<file path="config.mk">
export PLATFORM = sky130hd
export DESIGN_NAME = dma2ch_ctrl
export DESIGN_NICKNAME = d
export VERILOG_FILES = /design/src/rtl/dma2ch_pkg.sv /design/src/rtl/dma_chan_regs.sv /design/src/rtl/dma_arbiter.sv /design/src/rtl/dma_xfer_fsm.sv /design/src/rtl/dma2ch_ctrl.sv
export SDC_FILE = /design/constraint.sdc
export NUM_CORES = 1
export LEC_CHECK = 0
export BUFFER_PORTS_ARGS = -buffer_cell sky130_fd_sc_hd__buf_4
export CORE_ASPECT_RATIO = 0.75
export CORE_MARGIN = 2
export CORE_UTILIZATION = 40
export DETAILED_ROUTE_END_ITERATION = 16
export SLEW_MARGIN = 5
export SYNTH_ARGS = -nofsm -noshare
export SYNTH_HDL_FRONTEND = slang
export SYNTH_SLANG_ARGS = --single-unit
export TNS_END_PERCENT = 100
</file>
<file path="constraint.sdc">
create_clock -name clk -period 3.1 [get_ports clk]
set_clock_uncertainty 0.05 [all_clocks]
set_input_delay 0.155 -clock clk [delete_from_list [all_inputs] [get_ports clk]]
set_output_delay 0.155 -clock clk [all_outputs]
set_load 0.01 [all_outputs]
</file>
<file path="src/rtl/dma2ch_pkg.sv">
package dma2ch_pkg;
   localparam int NUM_CH = 2;
   localparam int CTRL_W = 16;

   // control word field positions
   localparam int B_DMEM = 15;
   localparam int B_DDEC = 14;
   localparam int B_DINC = 13;
   localparam int B_SMEM = 12;
   localparam int B_SDEC = 11;
   localparam int B_SINC = 10;
   localparam int B_TC   = 9;
   localparam int B_INT  = 8;
   localparam int B_SYN1 = 7;
   localparam int B_SYN0 = 6;
   localparam int B_PRI  = 5;
   localparam int B_IREQ = 4;
   localparam int B_CHG  = 2;
   localparam int B_ST   = 1;
   localparam int B_WORD = 0;

   typedef enum logic [1:0] {
      PACE_FREE = 2'b00,
      PACE_SRC  = 2'b01,
      PACE_DST  = 2'b10,
      PACE_RSVD = 2'b11
   } pace_e;

   typedef enum logic [1:0] {
      RSEL_CTRL = 2'd0,
      RSEL_SRC  = 2'd1,
      RSEL_DST  = 2'd2,
      RSEL_CNT  = 2'd3
   } rsel_e;

   typedef enum logic [1:0] {
      XF_IDLE  = 2'd0,
      XF_READ  = 2'd1,
      XF_WRITE = 2'd2
   } xf_state_e;
endpackage

</file>
<file path="src/rtl/dma_chan_regs.sv">
module dma_chan_regs
   import dma2ch_pkg::*;
#(
   parameter int ADDR_W = 20,
   parameter int CNT_W  = 16
) (
   input  logic                  clk,
   input  logic                  rst_n,
   input  logic                  wr_en,
   input  logic [1:0]            wr_sel,
   input  logic [ADDR_W-1:0]     wr_data,
   input  logic                  xfer_done,
   input  logic                  drq_ext,
   input  logic                  drq_int,
   output logic [CTRL_W-1:0]     ctrl_q,
   output logic [ADDR_W-1:0]     src_q,
   output logic [ADDR_W-1:0]     dst_q,
   output logic [CNT_W-1:0]      cnt_q,
   output logic                  want,
   output logic                  tc_irq
);
   pace_e              pace;
   logic               cfg_err;
   logic               req_line;
   logic               stop_en;
   logic [CNT_W-1:0]   cnt_next;
   logic               reach_zero;
   logic [ADDR_W-1:0]  step_amt;
   logic [ADDR_W-1:0]  src_next;
   logic [ADDR_W-1:0]  dst_next;

   function automatic logic [ADDR_W-1:0] step_ptr(
      input logic [ADDR_W-1:0] ptr,
      input logic              up,
      input logic              down,
      input logic [ADDR_W-1:0] amt
   );
      if (up && !down)
         return ptr + amt;
      else if (down && !up)
         return ptr - amt;
      else
         return ptr;
   endfunction

   assign pace       = pace_e'(ctrl_q[B_SYN1:B_SYN0]);
   assign cfg_err    = (pace == PACE_RSVD) || (ctrl_q[B_IREQ] && (pace != PACE_SRC));
   assign req_line   = ctrl_q[B_IREQ] ? drq_int : drq_ext;
   assign stop_en    = ctrl_q[B_TC] || (pace == PACE_FREE);
   assign want       = ctrl_q[B_ST] && !cfg_err && ((pace == PACE_FREE) || req_line);
   assign cnt_next   = cnt_q - CNT_W'(1);
   assign reach_zero = (cnt_next == '0);
   assign step_amt   = ctrl_q[B_WORD] ? ADDR_W'(2) : ADDR_W'(1);
   assign src_next   = step_ptr(src_q, ctrl_q[B_SINC], ctrl_q[B_SDEC], step_amt);
   assign dst_next   = step_ptr(dst_q, ctrl_q[B_DINC], ctrl_q[B_DDEC], step_amt);

   always_ff @(posedge clk) begin
      if (!rst_n) begin
         ctrl_q <= '0;
         src_q  <= '0;
         dst_q  <= '0;
         cnt_q  <= '0;
         tc_irq <= 1'b0;
      end else begin
         tc_irq <= 1'b0;
         if (wr_en) begin
            unique case (rsel_e'(wr_sel))
               RSEL_CTRL: ctrl_q <= {wr_data[15:4], 2'b00,
                                     wr_data[B_CHG] ? wr_data[B_ST] : ctrl_q[B_ST],
                                     wr_data[B_WORD]};
               RSEL_SRC:  src_q  <= wr_data;
               RSEL_DST:  dst_q  <= wr_data;
               RSEL_CNT:  cnt_q  <= wr_data[CNT_W-1:0];
               default:   ;
            endcase
         end
         // completion bookkeeping overrides a same-cycle software write
         if (xfer_done) begin
            src_q <= src_next;
            dst_q <= dst_next;
            cnt_q <= cnt_next;
            if (reach_zero && stop_en) begin
               ctrl_q[B_ST] <= 1'b0;
               tc_irq       <= ctrl_q[B_INT] && ctrl_q[B_TC];
            end
         end
      end
   end
endmodule

</file>
<file path="src/rtl/dma_arbiter.sv">
module dma_arbiter
   import dma2ch_pkg::*;
#(
   parameter bit RR_FAIR = 1'b1
) (
   input  logic              clk,
   input  logic              rst_n,
   input  logic [NUM_CH-1:0] want,
   input  logic [NUM_CH-1:0] prio,
   input  logic              take,
   output logic              grant_vld,
   output logic              grant_ch
);
   logic tie_pick;

   generate
      if (RR_FAIR) begin : g_rr
         logic last_q;
         always_ff @(posedge clk) begin
            if (!rst_n)
               last_q <= 1'b1;
            else if (take)
               last_q <= grant_ch;
         end
         assign tie_pick = ~last_q;
      end else begin : g_fixed
         assign tie_pick = 1'b0;
      end
   endgenerate

   always_comb begin
      grant_vld = |want;
      if (want[0] && want[1]) begin
         if (prio[0] != prio[1])
            grant_ch = prio[1];
         else
            grant_ch = tie_pick;
      end else begin
         grant_ch = want[1];
      end
   end
endmodule

</file>
<file path="src/rtl/dma_xfer_fsm.sv">
module dma_xfer_fsm
   import dma2ch_pkg::*;
#(
   parameter int ADDR_W = 20,
   parameter int DATA_W = 16
) (
   input  logic              clk,
   input  logic              rst_n,
   input  logic              grant_vld,
   input  logic              grant_ch,
   input  logic [ADDR_W-1:0] src_addr,
   input  logic [ADDR_W-1:0] dst_addr,
   input  logic              src_io,
   input  logic              dst_io,
   input  logic              word_sz,
   input  logic              bus_ack,
   input  logic [DATA_W-1:0] bus_rdata,
   output logic              act_ch,
   output logic              take,
   output logic [NUM_CH-1:0] done,
   output logic              bus_req,
   output logic              bus_write,
   output logic [ADDR_W-1:0] bus_addr,
   output logic              bus_io,
   output logic              bus_word,
   output logic [DATA_W-1:0] bus_wdata
);
   xf_state_e         state_q;
   logic              act_q;
   logic [DATA_W-1:0] data_q;

   always_ff @(posedge clk) begin
      if (!rst_n) begin
         state_q <= XF_IDLE;
         act_q   <= 1'b0;
         data_q  <= '0;
      end else begin
         unique case (state_q)
            XF_IDLE: if (grant_vld) begin
               act_q   <= grant_ch;
               state_q <= XF_READ;
            end
            XF_READ: if (bus_ack) begin
               data_q  <= bus_rdata;
               state_q <= XF_WRITE;
            end
            XF_WRITE: if (bus_ack)
               state_q <= XF_IDLE;
            default: state_q <= XF_IDLE;
         endcase
      end
   end

   assign act_ch    = act_q;
   assign take      = (state_q == XF_IDLE) && grant_vld;
   assign bus_req   = (state_q != XF_IDLE);
   assign bus_write = (state_q == XF_WRITE);
   assign bus_addr  = bus_write ? dst_addr : src_addr;
   assign bus_io    = bus_write ? dst_io : src_io;
   assign bus_word  = word_sz;
   assign bus_wdata = data_q;

   always_comb begin
      done = '0;
      if ((state_q == XF_WRITE) && bus_ack)
         done[act_q] = 1'b1;
   end
endmodule

</file>
<file path="src/rtl/dma2ch_ctrl.sv">
module dma2ch_ctrl
   import dma2ch_pkg::*;
#(
   parameter int ADDR_W  = 20,
   parameter int CNT_W   = 16,
   parameter int DATA_W  = 16,
   parameter bit RR_FAIR = 1'b1
) (
   input  logic              clk,
   input  logic              rst_n,
   input  logic              reg_wr,
   input  logic              reg_ch,
   input  logic [1:0]        reg_sel,
   input  logic [ADDR_W-1:0] reg_wdata,
   input  logic              rd_ch,
   input  logic [1:0]        rd_sel,
   output logic [ADDR_W-1:0] rd_data,
   input  logic [1:0]        drq_ext,
   input  logic [1:0]        drq_int,
   output logic              bus_req,
   output logic              bus_write,
   output logic [ADDR_W-1:0] bus_addr,
   output logic              bus_io,
   output logic              bus_word,
   output logic [DATA_W-1:0] bus_wdata,
   input  logic              bus_ack,
   input  logic [DATA_W-1:0] bus_rdata,
   output logic [1:0]        irq
);
   generate
      if (ADDR_W < CTRL_W) begin : g_bad_addr
         $error("ADDR_W must be at least the control word width");
      end
      if ((CNT_W < 2) || (CNT_W > ADDR_W)) begin : g_bad_cnt
         $error("CNT_W must lie between 2 and ADDR_W");
      end
      if (DATA_W < 8) begin : g_bad_data
         $error("DATA_W must be at least 8");
      end
   endgenerate

   logic [NUM_CH-1:0][CTRL_W-1:0] ctrl_word;
   logic [NUM_CH-1:0][ADDR_W-1:0] src_ptr;
   logic [NUM_CH-1:0][ADDR_W-1:0] dst_ptr;
   logic [NUM_CH-1:0][CNT_W-1:0]  cnt;
   logic [NUM_CH-1:0]             want;
   logic [NUM_CH-1:0]             prio;
   logic [NUM_CH-1:0]             done;
   logic                          grant_vld;
   logic                          grant_ch;
   logic                          take;
   logic                          act_ch;

   genvar c;
   generate
      for (c = 0; c < NUM_CH; c++) begin : g_ch
         dma_chan_regs #(
            .ADDR_W (ADDR_W),
            .CNT_W  (CNT_W)
         ) u_regs (
            .clk       (clk),
            .rst_n     (rst_n),
            .wr_en     (reg_wr && (reg_ch == 1'(c))),
            .wr_sel    (reg_sel),
            .wr_data   (reg_wdata),
            .xfer_done (done[c]),
            .drq_ext   (drq_ext[c]),
            .drq_int   (drq_int[c]),
            .ctrl_q    (ctrl_word[c]),
            .src_q     (src_ptr[c]),
            .dst_q     (dst_ptr[c]),
            .cnt_q     (cnt[c]),
            .want      (want[c]),
            .tc_irq    (irq[c])
         );
         assign prio[c] = ctrl_word[c][B_PRI];
      end
   endgenerate

   dma_arbiter #(
      .RR_FAIR (RR_FAIR)
   ) u_arb (
      .clk       (clk),
      .rst_n     (rst_n),
      .want      (want),
      .prio      (prio),
      .take      (take),
      .grant_vld (grant_vld),
      .grant_ch  (grant_ch)
   );

   dma_xfer_fsm #(
      .ADDR_W (ADDR_W),
      .DATA_W (DATA_W)
   ) u_fsm (
      .clk       (clk),
      .rst_n     (rst_n),
      .grant_vld (grant_vld),
      .grant_ch  (grant_ch),
      .src_addr  (src_ptr[act_ch]),
      .dst_addr  (dst_ptr[act_ch]),
      .src_io    (!ctrl_word[act_ch][B_SMEM]),
      .dst_io    (!ctrl_word[act_ch][B_DMEM]),
      .word_sz   (ctrl_word[act_ch][B_WORD]),
      .bus_ack   (bus_ack),
      .bus_rdata (bus_rdata),
      .act_ch    (act_ch),
      .take      (take),
      .done      (done),
      .bus_req   (bus_req),
      .bus_write (bus_write),
      .bus_addr  (bus_addr),
      .bus_io    (bus_io),
      .bus_word  (bus_word),
      .bus_wdata (bus_wdata)
   );

   always_comb begin
      unique case (rsel_e'(rd_sel))
         RSEL_CTRL: rd_data = ADDR_W'(ctrl_word[rd_ch]);
         RSEL_SRC:  rd_data = src_ptr[rd_ch];
         RSEL_DST:  rd_data = dst_ptr[rd_ch];
         RSEL_CNT:  rd_data = ADDR_W'(cnt[rd_ch]);
         default:   rd_data = '0;
      endcase
   end
endmodule

</file>
Yosys cells after proc, flatten, opt, wreduce, memory -nomap -nowiden
Cells that the tools add are included.

Flip-flop bits (word level): 162. Bits of input ports: 50. Output and inout port bits: 62. Logic and storage cells: 186.

$add $sub $neg: 10. $lt $le $gt $ge: 3. Equal/unequal tests: 20. Mux-type cells: 63. Bitwise logic cells: 2. Reductions and logical operators: 72.

Operators with widths (number): $mux W20 (27); $mux W16 (11); $add A20 B20 Y20 (4); $pmux W20 S4 (1); $sub A20 B20 Y20 (4); $logic_not A16 Y1 (2); $sub A16 B1 Y16 const B (2); $logic_and A1 B1 Y1 (24); $reduce_and A3 Y1 (7); $mux W2 (10); $reduce_bool A2 Y1 (9); $eq A2 B2 Y1 const B (7); $logic_not A1 Y1 (12); $mux W1 (12); $ne A3 B1 Y1 const B (4); $reduce_and A2 Y1 (6); $logic_not A2 Y1 (5); $eq A2 B1 Y1 const B (3); $logic_or A1 B1 Y1 (6); $ne A2 B1 Y1 const B (3); $pmux W2 S3 (1); $lt A1 B2 Y1 const B (2); $ne A2 B2 Y1 const B (2); $not A1 Y1 (2); other kinds (4) (4).

Longest topological paths before layout
Gate-level depths: netlist of run 1.

Depth in word-level cells: 9. Gate-level depth with buffers: 12.

By module
A second synthesis of run 1 with hierarchy kept.

Cells, all modules: 1700. Area, all modules: 13646.8 um^2.

By module, submodules not included: dma_chan_regs at g_ch[0].u_regs (times used 1, cells an instance 720, area an instance 5380.2 um^2, seq. area each 1421.4 um^2); dma_chan_regs at g_ch[1].u_regs (times used 1, cells an instance 701, area an instance 5296.3 um^2, seq. area each 1421.4 um^2); dma2ch_ctrl (times used 1, cells an instance 156, area an instance 1716.6 um^2, seq. area each 0.0 um^2); dma_xfer_fsm (times used 1, cells an instance 114, area an instance 1163.6 um^2, seq. area each 380.4 um^2); dma_arbiter (times used 1, cells an instance 9, area an instance 90.1 um^2, seq. area each 20.0 um^2).

Least setup slack after synthesis of run 1
OpenSTA, ideal clock, no wires.

Kind: flip-flop to flip-flop. Start point: reg g_ch[0].u_regs.ctrl_q[11]. End point: reg g_ch[0].u_regs.src_q[19]. Data arrival time: 2.828 ns. Data required time: 2.964 ns. Setup slack: 0.136 ns. Cell stages (with the launch flop): 12. Path buffers: 0. Clock period less this slack: 2.964 ns. Cell sequence: dfxtp_1 > inv_1 > ha_1 > inv_1 > ha_1 > a21o_1 > a21o_1 > a221o_1 > a31oi_1 > o21bai_1 > a211o_1 > a211oi_1.

Longest elaborated chain between the ends: 4. Elaborated cells between the ends (all ways): 7. Those cells by class: eq/ne (1); mux (2); reduce/logical (4).

RTL lines: start, declared (line dma_chan_regs.sv:15) `output logic [CTRL_W-1:0] ctrl_q,`; start signal, assigned (line dma_chan_regs.sv:68) `RSEL_CTRL: ctrl_q <= {wr_data[15:4], 2'b00,`; $logic_not A1 Y1 (line dma_chan_regs.sv:38) `if (up && !down)`; $logic_and A1 B1 Y1 (line dma_chan_regs.sv:38); $ne A3 B1 Y1 (no line) / $mux W20 (equally long branches); $reduce_and A3 Y1 (no line) / $mux W20 (equally long branches); end signal, assigned (line dma_chan_regs.sv:71) `RSEL_SRC: src_q <= wr_data;`; end signal, assigned (line dma_chan_regs.sv:79) `src_q <= src_next;`; end, declared (line dma_chan_regs.sv:16) `output logic [ADDR_W-1:0] src_q,`.

Several ways; a longest one is shown, not always the timed one. A chain may end at the register's enable or synchronous reset.

Worst setup path in the final report of run 1
Start point: reg g_ch[1].u_regs.ctrl_q[13]. End point: reg g_ch[1].u_regs.dst_q[17].

Longest elaborated chain between the ends: 4. Elaborated cells between the ends (all ways): 7. Those cells by class: eq/ne (1); mux (2); reduce/logical (4).

RTL lines: start, declared (line dma_chan_regs.sv:15); start signal, assigned (line dma_chan_regs.sv:68); $logic_not A1 Y1 (line dma_chan_regs.sv:40) `else if (down && !up)`; $logic_and A1 B1 Y1 (line dma_chan_regs.sv:40); $ne A3 B1 Y1 (no line); $reduce_and A3 Y1 (no line); end signal, assigned (line dma_chan_regs.sv:72) `RSEL_DST: dst_q <= wr_data;`; end signal, assigned (line dma_chan_regs.sv:80) `dst_q <= dst_next;`; end, declared (line dma_chan_regs.sv:17) `output logic [ADDR_W-1:0] dst_q,`.

Several ways; a longest one is shown, not always the timed one.

==> results of run 1 <==
cell families after synthesis:
logic type                 count (synthesis)
adders and majority gates                 90
and+or+nand+nor                          545
buffers and inverters                    144
xor gates and xnor gates                  67
AOI/OAI and AO/OA                        529
muxes                                     81
DFF                                      162
flip-flops by register name, indices dropped and copies added (netlist names):
register,count
u_fsm.state_q,2
g_ch.u_regs.ctrl_q,28
g_ch.u_regs.cnt_q,32
u_arb.g_rr.last_q,1
g_ch.u_regs.tc_irq,2
u_fsm.bus_wdata,16
u_fsm.act_ch,1
g_ch.u_regs.dst_q,40
g_ch.u_regs.src_q,40
through the flow:
stage	util	hold WS, ns
floorplan	-	0.241
global placement	0.453	0.352
detailed placement	0.453	0.363
CTS	0.478	0.000852
global route	0.481	0.00582
finish	0.481	0.0127
final timing paths:
check                                                            start                                    end  slack, ns  cells past startpoint
worst min-delay path                                      reg_wdata[9]  g_ch[0].u_regs.ctrl_q[9]$_SDFFE_PN0P_       0.01                      3
worst max-delay path            g_ch[1].u_regs.ctrl_q[13]$_SDFFE_PN0P_  g_ch[1].u_regs.dst_q[17]$_SDFFE_PN0P_       0.14                     10
worst max register to register  g_ch[1].u_regs.ctrl_q[13]$_SDFFE_PN0P_  g_ch[1].u_regs.dst_q[17]$_SDFFE_PN0P_       0.14                     10
worst min register to register         u_fsm.bus_wdata[1]$_SDFFE_PN0P_        u_fsm.bus_wdata[1]$_SDFFE_PN0P_       0.40                      2
cell type report:
| class | instances | share of cell area |
|---|---|---|
| clock buffer | 18 | 0.0283 |
| inverter | 42 | 0.0107 |
| sequential | 162 | 0.214 |
| tap | 406 | 0.0335 |
| timing repair buffer | 191 | 0.0996 |
| timing repair inverter | 1 | 0.000495 |
| clock inverter | 13 | 0.00850 |
| multi-input combinational | 1312 | 0.605 |
synth_stat cells (5+ instances only):
cell and count:
sky130_fd_sc_hd__nand2_1 240, sky130_fd_sc_hd__a21oi_1 170, sky130_fd_sc_hd__dfxtp_1 162, sky130_fd_sc_hd__o21ai_0 108
sky130_fd_sc_hd__nor2_1 106, sky130_fd_sc_hd__ha_1 84, sky130_fd_sc_hd__clkbuf_1 80, sky130_fd_sc_hd__xnor2_1 50
sky130_fd_sc_hd__mux4_2 48, sky130_fd_sc_hd__nor3_1 46, sky130_fd_sc_hd__inv_1 41, sky130_fd_sc_hd__a21o_1 39
sky130_fd_sc_hd__a31oi_1 35, sky130_fd_sc_hd__o211ai_1 33, sky130_fd_sc_hd__nand3_1 28, sky130_fd_sc_hd__a211oi_1 27
sky130_fd_sc_hd__mux2_2 19, sky130_fd_sc_hd__o21bai_1 19, sky130_fd_sc_hd__xor2_1 17, sky130_fd_sc_hd__nand4_1 16
sky130_fd_sc_hd__mux2i_1 13, sky130_fd_sc_hd__nand2b_1 13, sky130_fd_sc_hd__and3_1 12, sky130_fd_sc_hd__or3_1 12
sky130_fd_sc_hd__a221oi_1 11, sky130_fd_sc_hd__o31ai_1 11, sky130_fd_sc_hd__buf_1 10, sky130_fd_sc_hd__o22ai_1 10
sky130_fd_sc_hd__a311oi_1 9, sky130_fd_sc_hd__and2_1 9, sky130_fd_sc_hd__nor4_1 9, sky130_fd_sc_hd__nor2b_1 8
sky130_fd_sc_hd__or2_2 8, sky130_fd_sc_hd__a2111oi_0 6, sky130_fd_sc_hd__nor3b_1 6, sky130_fd_sc_hd__a22oi_1 5
sky130_fd_sc_hd__and4_1 5, sky130_fd_sc_hd__buf_2 5
routing by layer:
| metal | wire (µm) | GRT usage | vias up |
|---|---|---|---|
| met3 | 4790 | 0.0580 | 77 |
| met5 | 0 | 0 | - |
| li1 | - | - | 6265 |
| met2 | 21100 | 0.433 | 672 |
| met4 | 1320 | 0.0835 | 0 |
| met1 | 23200 | 0.438 | 6421 |
placed cells by master (no fill, tap or decap), drive strengths merged, types with 9 or more instances in the layout:
cell type	netlist	layout
nor4	10	10
a21o	40	40
o211ai	33	33
a21oi	170	170
clkbuf	84	18
nand2b	13	13
nor3	48	48
nand4	16	16
a211oi	28	28
nand2	240	240
dfxtp	162	162
dlygate4sd3	0	25
inv	41	45
mux2i	13	13
mux2	19	19
and3	13	13
ha	84	84
o21ai	108	108
and2	10	10
o21bai	19	19
xor2	17	17
buf	18	166
xnor2	50	50
or3	15	15
a311oi	9	9
nand3	28	28
o31ai	11	11
a31oi	35	35
a221oi	11	11
mux4	49	49
o22ai	10	10
nor2	106	106
worst min-delay path: stages:
cell,delay [ns]
sky130_fd_sc_hd__buf_4,0.18
sky130_fd_sc_hd__nand2_1,0.07
sky130_fd_sc_hd__a21oi_1,0.05
power breakdown:
| part | switching [mW] | total [mW] | internal (mW) |
|---|---|---|---|
| logic | 0.880 | 1.53 | 0.652 |
| clock network | 0.984 | 2.10 | 1.12 |
| registers | 0.0916 | 2.23 | 2.14 |
| total | 1.96 | 5.86 | 3.91 |
timing repair:
item,CTS,global route
setup buffers,0,1
gates resized for setup,0,22
setup endpoints to repair,0,19
hold endpoints to repair,36,0
hold buffers,25,0
==> qor.yml, run 1 <==
critical_path:
  largest_delay_contributor_family_on_the_critical_path: "simple AND/OR/NAND/NOR gates"
  critPathBufInv: 1
  cp_cell_sequence: "ha_2 -> clkinvlp_4 -> ha_1 -> nand4_1 -> nor3_1 -> nor3_1 -> or2_2 -> o31ai_1 -> o21ai_0 -> o221a_2"
  cp-start-kind: "flip-flop"
  cp_max_fo: 5
  critical_path_required_ns: 3.38
  arrival_ns: 3.24
  critPathCaptureType: "flip-flop"
  slowest_stage_delay_cp_ns: 0.43
  cp_slowest_cell: "sky130_fd_sc_hd__ha_1"
  criticalPathCategory: "reg -> reg"
  worst_path_most_repeated_cell: "sky130_fd_sc_hd__nor3_1"
floorplan:
  core_area_um2: 31500
  initial_utilization: 0.409
  ioPinCount: 112
  die-area_um2: 33700
  floorplan.rows: 56
  die_x_um: 211
  floorplan.die.height_um: 160
sta:
  grt_setup_unrepaired: "no"
  final.setup.worst_slack_ns: 0.144
  timing_max_transition_violations_final: 0
  setup_viol: 0
  timing.max_slew.rel_slack: 0.309
  timing_worst_slew_pin_value_ns: 1.03
  period_share: 0.954
  hold_viol: 0
  period_needed_ns: 2.96
  max_freq_ghz: 0.338
  timing.setup.tns_ns: 0
final_layout:
  sequential_cell_area_um2: 3240
  synthToLayoutAreaGrowth_pct: 17.4
  stdcell_count: 2145
  final_design_instance_area_without_fill_um2: 15200
  drive_gt1_frac: 0.176
  final_net_count: 1865
  fillerInstances: 3124
  multi_input_area_um2: 9170
  insertedDiodeCount: 0
synth:
  synth_cell_type_count: 81
  largest_family_of_logic_cells_by_synthesized_area: "compound AO/OA/AOI/OAI gates"
  netlist_top_cells_area: "sky130_fd_sc_hd__dfxtp_1 (25%), sky130_fd_sc_hd__mux4_2 (8.4%), sky130_fd_sc_hd__ha_1 (8.1%)"
  postSynth.asyncResetShare: 0
  synth_fa_ha_area_frac: 0.0892
  synth_compound_gate_area_share: 0.258
  synth_sequential_area_ratio: 0.251
  syn_area_um2: 12900
  yosysWarnings: 0
  simple_gate_share_of_the_synthesized_area: 0.197
  post_synth_xor_area_fraction: 0.0455
  synth_top_flop_cell: "sky130_fd_sc_hd__dfxtp_1"
  ys_ff_latch: 162
  synth-edff-count: 0
  synthCells: 1618
  syn-num-nets: 1756
  synthMuxAreaShare: 0.112
  postSynthAreaPerCell_um2: 7.98
  post-synth-top-area-fraction: 0.251
  synth_area_leader_cell: "sky130_fd_sc_hd__dfxtp_1"
routing:
  drc: 0
  vias: 13400
  detailedRoute.firstIterationViolations: 1603
  routed_wl_um: 50500
  detail_route.vias_per_cell: 6.26
  detail_route.wl_per_cell_um: 23.5
  detailedRoute.firstPassIterationCount: 6
  ant_nets: 0
global_route:
  grt_usage: 0.296
  pin_count_of_the_biggest_net_entering_global_routing: 55
  overflow: 0
  grt_pass1_vias: 12400
  initial_antenna_violation_count: 0
  grt_pass1_wl_um: 76600
outcome:
  run_status: "complete, no violations"
clock_network:
  tritoncts_clock_tree: "built"
  clock_tree.htree_level_count: 4
  clk_path_buf_depth: 2
  root_buffer: "sky130_fd_sc_hd__clkbuf_16"
  clock_sink_count: 162
  clk-insertion-delay-late_ns: 0.45
  worst_setup_hold_path_clk_slew_ns: 0.07
  cts_inserted_buffers: 17
power:
  power.ir.vdd_worst_mv: 0.401
  finalPower_mw: 5.86
  power_density_nw_per_um2: 387
  power.leakage_nw: 6.13
place:
  gp_routability_congestion: 0.968
  port_buffers: 111
  dpl-instance-area_um2: 14300
  place_inst: 2087
  post-place-ws_ns: 0.144
  dp_hpwl_um: 37700
min_path:
  hold_path_class: "in -> reg"
run:
  maxCapViolCount: 0
(Power assumes the default switching activity.)
==> inputs of run 2 (changes only) <==
==> constraint.sdc (replaced) <==
create_clock -name clk -period 3.7 [get_ports clk]
set_clock_uncertainty 0.05 [all_clocks]
set_input_delay 0.185 -clock clk [delete_from_list [all_inputs] [get_ports clk]]
set_output_delay 0.185 -clock clk [all_outputs]
set_load 0.01 [all_outputs]
==> qor.yml, run 2 (same netlist as run 1, synthesis figures left out) <==
critical_path:
  cp_slowest_cell: "sky130_fd_sc_hd__or4_1"
  criticalPathCategory: "reg -> reg"
  critPathBufInv: 2
  r2r_cells: 11
  critical_path.startpoint: "g_ch[0].u_regs.ctrl_q[14]$_SDFFE_PN0P_"
  cp-start-kind: "flip-flop"
  r2r-start: "g_ch[0].u_regs.ctrl_q[14]$_SDFFE_PN0P_"
  cp_cell_sequence: "inv_1 -> ha_1 -> inv_1 -> ha_1 -> a21o_1 -> a21oi_1 -> o21ai_0 -> nand4_1 -> a211oi_1 -> or4_1 -> nand3_1"
  setup.worst_path.end: "g_ch[0].u_regs.dst_q[18]$_SDFFE_PN0P_"
  reg2reg_to: "g_ch[0].u_regs.dst_q[18]$_SDFFE_PN0P_"
  critPathCaptureType: "flip-flop"
  largest_delay_contributor_family_on_the_critical_path: "simple AND/OR/NAND/NOR gates"
  critical_path_required_ns: 4.04
  slowest_stage_delay_cp_ns: 0.52
  arrival_ns: 3.59
  timing.critical_path.depth: 11
  cp_max_fo: 12
  setup.reg_to_reg.worst_slack_ns: 0.45
routing:
  detailedRoute.firstIterationViolations: 1514
  detail_route.vias_per_cell: 6.35
  vias: 13400
  detail_route.wl_per_cell_um: 23.5
  drc: 0
  ant_nets: 0
  detailedRoute.firstPassIterationCount: 5
  routed_wl_um: 49600
final_layout:
  layout.cells.most_common: "sky130_fd_sc_hd__nand2_1"
  final_net_count: 1830
  largest_registers: "g_ch.u_regs.dst_q x40, g_ch.u_regs.src_q x40, g_ch.u_regs.cnt_q x32"
  drive_gt1_frac: 0.154
  layout_common_cells: "sky130_fd_sc_hd__nand2_1 (240), sky130_fd_sc_hd__a21oi_1 (170), sky130_fd_sc_hd__dfxtp_1 (162), sky130_fd_sc_hd__buf_4 (137), sky130_fd_sc_hd__o21ai_0 (108)"
  synthToLayoutAreaGrowth_pct: 15.5
  insertedDiodeCount: 0
floorplan:
  initial_utilization: 0.409
  die_x_um: 211
  ioPinCount: 112
  die-area_um2: 33700
  floorplan.rows: 56
  floorplan.die.height_um: 160
  core_area_um2: 31500
clock_network:
  clk-insertion-delay-late_ns: 0.45
  tritoncts_clock_tree: "built"
  root_buffer: "sky130_fd_sc_hd__clkbuf_16"
  cts_resized: 0
  clk_path_buf_depth: 2
  cts_inserted_buffers: 17
  clock_sink_count: 162
  clock_tree.htree_level_count: 4
  worst_setup_hold_path_clk_slew_ns: 0.07
sta:
  timing_worst_slew_pin_value_ns: 1.10
  final.setup.worst_slack_ns: 0.450
  hold_viol: 0
  timing.max_slew.rel_slack: 0.261
  timing.setup.tns_ns: 0
  grt_setup_unrepaired: "no"
  setup_viol: 0
  period_needed_ns: 3.25
  max_freq_ghz: 0.308
  period_share: 0.878
  timing_max_transition_violations_final: 0
global_route:
  pin_count_of_the_biggest_net_entering_global_routing: 43
  use_met3: 0.0517
  globalRoute.busiestLayer: "met1"
  overflow: 0
  use_met2: 0.424
  grt_usage: 0.291
  grt_pass1_vias: 12300
  grt_pass1_wl_um: 75400
  initial_antenna_violation_count: 1
  met1_usage: 0.431
run:
  maxCapViolCount: 0
place:
  post-place-ws_ns: 0.508
  port_buffers: 111
  dp_hpwl_um: 36700
  gp_routability_congestion: 0.955
outcome:
  run_status: "complete, no violations"
power:
  power.leakage_nw: 6.00
  power.ir.vdd_worst_mv: 0.337
  power_density_nw_per_um2: 343
min_path:
  hold_path_class: "in -> reg"
==> run 2: changes by cell type in the layout (fill, tap and decap cells not counted), sizes merged <==
cell | previous run | this run
clkinvlp | 5 | 2
bufinv | 1 | 4
dlygate4sd3 | 25 | 19
inv | 45 | 48
clkinv | 5 | 2
buf | 166 | 138
==> run 2: where the power goes <==
group,switching (mW),total [mW],internal [mW]
sequential,0.0828,1.87,1.79
combinational,0.706,1.22,0.511
clock,0.847,2.02,1.17
==> run 2: area by class of cell <==
type                    count  area, µm²
flip-flops and latches    162       3240
well taps                 406        508
fillers                  3087      16600
clock inverters            14        213
multi-input cells        1312       9110
repair buffers            157       1240
inverters                  42        159
clock buffers              18        439
==> run 2: worst reg2reg max path: stages (launching register included) <==
cell	delay (ns)
sky130_fd_sc_hd__dfxtp_1	0.36
sky130_fd_sc_hd__inv_1	0.05
sky130_fd_sc_hd__ha_1	0.23
sky130_fd_sc_hd__inv_1	0.39
sky130_fd_sc_hd__ha_1	0.38
sky130_fd_sc_hd__a21o_1	0.20
sky130_fd_sc_hd__a21oi_1	0.28
sky130_fd_sc_hd__o21ai_0	0.24
sky130_fd_sc_hd__nand4_1	0.29
sky130_fd_sc_hd__a211oi_1	0.13
sky130_fd_sc_hd__or4_1	0.52
sky130_fd_sc_hd__nand3_1	0.07
==> run 2: how the worst min path moves through the flow <==
stage | start | to | slack (ns) | cells past startpoint
global route | reg_wdata[7] | g_ch[0].u_regs.ctrl_q[7]$_SDFFE_PN0P_ | 0.009 | 3
detailed placement | bus_rdata[1] | u_fsm.bus_wdata[1]$_SDFFE_PN0P_ | 0.39 | 3
finish | reg_wdata[7] | g_ch[0].u_regs.ctrl_q[7]$_SDFFE_PN0P_ | 0.02 | 3
CTS | reg_wdata[7] | g_ch[0].u_regs.ctrl_q[7]$_SDFFE_PN0P_ | 0.007 | 3
floorplan | reg_wdata[12] | g_ch[0].u_regs.ctrl_q[12]$_SDFFE_PN0P_ | 0.27 | 2
global placement | bus_rdata[0] | u_fsm.bus_wdata[0]$_SDFFE_PN0P_ | 0.38 | 3
==> run 2: metal layers <==
layer  share of wire  vias to the layer above
met1            0.46                     6426
met5               0                        -
met3           0.096                       85
li1                -                     6197
met4           0.030                        0
met2            0.42                      691
==> run 2: what timing repair did <==
item	4_1_cts	5_1_grt
setup buffers	0	0
endpoints found under the hold margin	21	0
hold buffers	19	0
==> run 2: through the flow <==
| step | power, mW | hold slack [ns] | utilization | area [µm²] | cells |
|---|---|---|---|---|---|
| floorplan | 2.71 | 0.271 | - | 12900 | 1618 |
| global placement | 3.07 | 0.382 | 0.446 | 14100 | 2060 |
| detailed placement | 3.07 | 0.391 | 0.446 | 14100 | 2060 |
| CTS | 5.09 | 0.00697 | 0.473 | 14900 | 2111 |
| global route | 5.30 | 0.00878 | 0.473 | 14900 | 2111 |
| finish | 5.11 | 0.0182 | 0.473 | 14900 | 2111 |
==> inputs of run 3 (changes only) <==
==> constraint.sdc (replaced) <==
create_clock -name clk -period 2.8 [get_ports clk]
set_clock_uncertainty 0.05 [all_clocks]
set_input_delay 0.14 -clock clk [delete_from_list [all_inputs] [get_ports clk]]
set_output_delay 0.14 -clock clk [all_outputs]
set_load 0.01 [all_outputs]
==> qor.yml, run 3 (same netlist as run 1, synthesis figures left out) <==
global_route:
  grt_pass1_wl_um: 78000
  grt_usage: 0.302
  pin_count_of_the_biggest_net_entering_global_routing: 45
  overflow: 0
  grt_pass1_vias: 12800
  initial_antenna_violation_count: 1
routing:
  detailedRoute.firstPassIterationCount: 6
  vias: 13900
  ant_nets: 0
  detail_route.wl_per_cell_um: 22.8
  drc: 0
  detailedRoute.firstIterationViolations: 1458
  routed_wl_um: 51300
  detail_route.vias_per_cell: 6.19
critical_path:
  worst_path_most_repeated_cell: "sky130_fd_sc_hd__a21oi_1"
  critPathCaptureType: "flip-flop"
  cp_cell_sequence: "inv_1 -> ha_2 -> inv_4 -> buf_4 -> ha_1 -> a21oi_1 -> o21ai_0 -> a2111oi_2 -> nor4_1 -> a311oi_1 -> xnor2_1 -> a21oi_1"
  arrival_ns: 3.01
  criticalPathCategory: "reg -> reg"
  critPathBufInv: 3
  cp_slowest_cell: "sky130_fd_sc_hd__a2111oi_2"
  cp_max_fo: 10
  largest_delay_contributor_family_on_the_critical_path: "compound AO/OA/AOI/OAI gates"
  slowest_stage_delay_cp_ns: 0.48
  critical_path_required_ns: 3.10
  cp-start-kind: "flip-flop"
floorplan:
  floorplan.die.height_um: 160
  ioPinCount: 112
  die-area_um2: 33700
  core_area_um2: 31500
  die_x_um: 211
  floorplan.rows: 56
  initial_utilization: 0.409
outcome:
  run_status: "complete, no violations"
power:
  power_density_nw_per_um2: 413
  power.ir.vdd_worst_mv: 0.252
  power.leakage_nw: 6.69
final_layout:
  layout.cells.most_common: "sky130_fd_sc_hd__buf_4"
  drive_gt1_frac: 0.244
  synthToLayoutAreaGrowth_pct: 26.4
  largest_registers: "g_ch.u_regs.dst_q x40, g_ch.u_regs.src_q x40, g_ch.u_regs.cnt_q x32"
  layout_common_cells: "sky130_fd_sc_hd__buf_4 (253), sky130_fd_sc_hd__nand2_1 (239), sky130_fd_sc_hd__a21oi_1 (161), sky130_fd_sc_hd__dfxtp_1 (160), sky130_fd_sc_hd__nor2_1 (106)"
  stdcell_count: 2247
  insertedDiodeCount: 0
  final_net_count: 1966
place:
  gp_routability_congestion: 0.944
  place_inst: 2172
  dp_hpwl_um: 38700
  port_buffers: 111
clock_network:
  cts_inserted_buffers: 17
  root_buffer: "sky130_fd_sc_hd__clkbuf_16"
  clk-insertion-delay-late_ns: 0.46
  worst_setup_hold_path_clk_slew_ns: 0.07
  clock_tree.htree_level_count: 4
  clk_path_buf_depth: 2
  clock_sink_count: 162
  tritoncts_clock_tree: "built"
sta:
  max_freq_ghz: 0.369
  hold_viol: 0
  period_share: 0.968
  timing.max_slew.rel_slack: 0.296
  timing_worst_slew_pin_value_ns: 1.05
  timing.setup.tns_ns: 0
  setup_viol: 0
  timing_max_transition_violations_final: 0
  period_needed_ns: 2.71
run:
  maxCapViolCount: 0
min_path:
  hold_path_class: "in -> reg"
[run 3: cell types whose count changed in the layout (fill, tap and decap cells not counted), moves of 6 or more]
cell / before / now
sky130_fd_sc_hd__a21oi_2: 0 / 9
sky130_fd_sc_hd__o21ai_0: 108 / 99
sky130_fd_sc_hd__a211oi_2: 1 / 7
sky130_fd_sc_hd__ha_2: 0 / 10
sky130_fd_sc_hd__a21oi_1: 170 / 161
sky130_fd_sc_hd__ha_1: 84 / 66
sky130_fd_sc_hd__a211oi_1: 27 / 21
sky130_fd_sc_hd__ha_4: 0 / 8
sky130_fd_sc_hd__buf_4: 137 / 253
sky130_fd_sc_hd__o21ai_1: 0 / 9
sky130_fd_sc_hd__dlygate4sd3_1: 19 / 32
[run 3: layout make-up]
cell class / count / area [µm²]
flip-flops and latches: 162 / 3250
well taps: 406 / 508
inverters: 42 / 169
clock buffers: 20 / 457
multi-input cells: 1312 / 9460
clock inverters: 12 / 121
fillers: 3030 / 15200
repair buffers: 293 / 2360
[run 3: stage by stage]
step / util / worst slack [ns] / total power, mW / hold WS [ns] / cell area (µm²)
2_1_floorplan: - / 0.0188 / 3.59 / 0.226 / 13000
3_3_place_gp: 0.475 / -0.00497 / 4.21 / 0.339 / 15000
3_5_place_dp: 0.475 / -0.0696 / 4.22 / 0.349 / 15000
4_1_cts: 0.504 / 0.00132 / 6.62 / 0.0136 / 15900
5_1_grt: 0.517 / -0.0787 / 7.02 / 0.0397 / 16300
6_report: 0.517 / 0.0904 / 6.74 / 0.0460 / 16300
[run 3: routing by layer]
| metal | share of wire | up-vias | GRT usage |
|---|---|---|---|
| li1 | - | 6474 | - |
| met1 | 0.45 | 6714 | 0.443 |
| met2 | 0.43 | 622 | 0.440 |
| met3 | 0.089 | 99 | 0.0609 |
| met4 | 0.030 | 2 | 0.101 |
| met5 | 0.00023 | - | 0 |
[run 3: power breakdown]
group	switching, mW	internal (mW)
clock	1.10	1.29
combinational	1.02	0.870
sequential	0.0944	2.36
[run 3: what timing repair did]
| item | 4_1_cts | 5_1_grt |
|---|---|---|
| endpoints found under the setup margin | 14 | 29 |
| pin swaps | 0 | 22 |
| hold endpoints to repair | 48 | 0 |
| hold buffers | 32 | 0 |
| gates cloned | 0 | 1 |
| buffers inserted | 2 | 8 |
| resized for setup | 8 | 75 |
[run 3: worst paths after layout]
check	from	end	slack, ns	cells past startpoint
setup reg to reg	g_ch[1].u_regs.ctrl_q[14]$_SDFFE_PN0P_	g_ch[1].u_regs.dst_q[19]$_SDFFE_PN0P_	0.09	12
hold / removal	reg_wdata[15]	g_ch[0].u_regs.ctrl_q[15]$_SDFFE_PN0P_	0.05	3
hold reg to reg	u_fsm.bus_wdata[6]$_SDFFE_PN0P_	u_fsm.bus_wdata[6]$_SDFFE_PN0P_	0.41	2
setup / recovery	g_ch[1].u_regs.ctrl_q[14]$_SDFFE_PN0P_	g_ch[1].u_regs.dst_q[19]$_SDFFE_PN0P_	0.09	12
[run 3: worst reg2reg max path, delay by kind of cell (launching register included)]
kind / cells / cell delay (ns)
DFF: 1 / 0.32
and+or+nand+nor: 1 / 0.10
buffers and inverters: 3 / 0.32
xor gates and xnor gates: 1 / 0.16
AOI/OAI and AO/OA: 5 / 1.25
adders and majority gates: 2 / 0.40
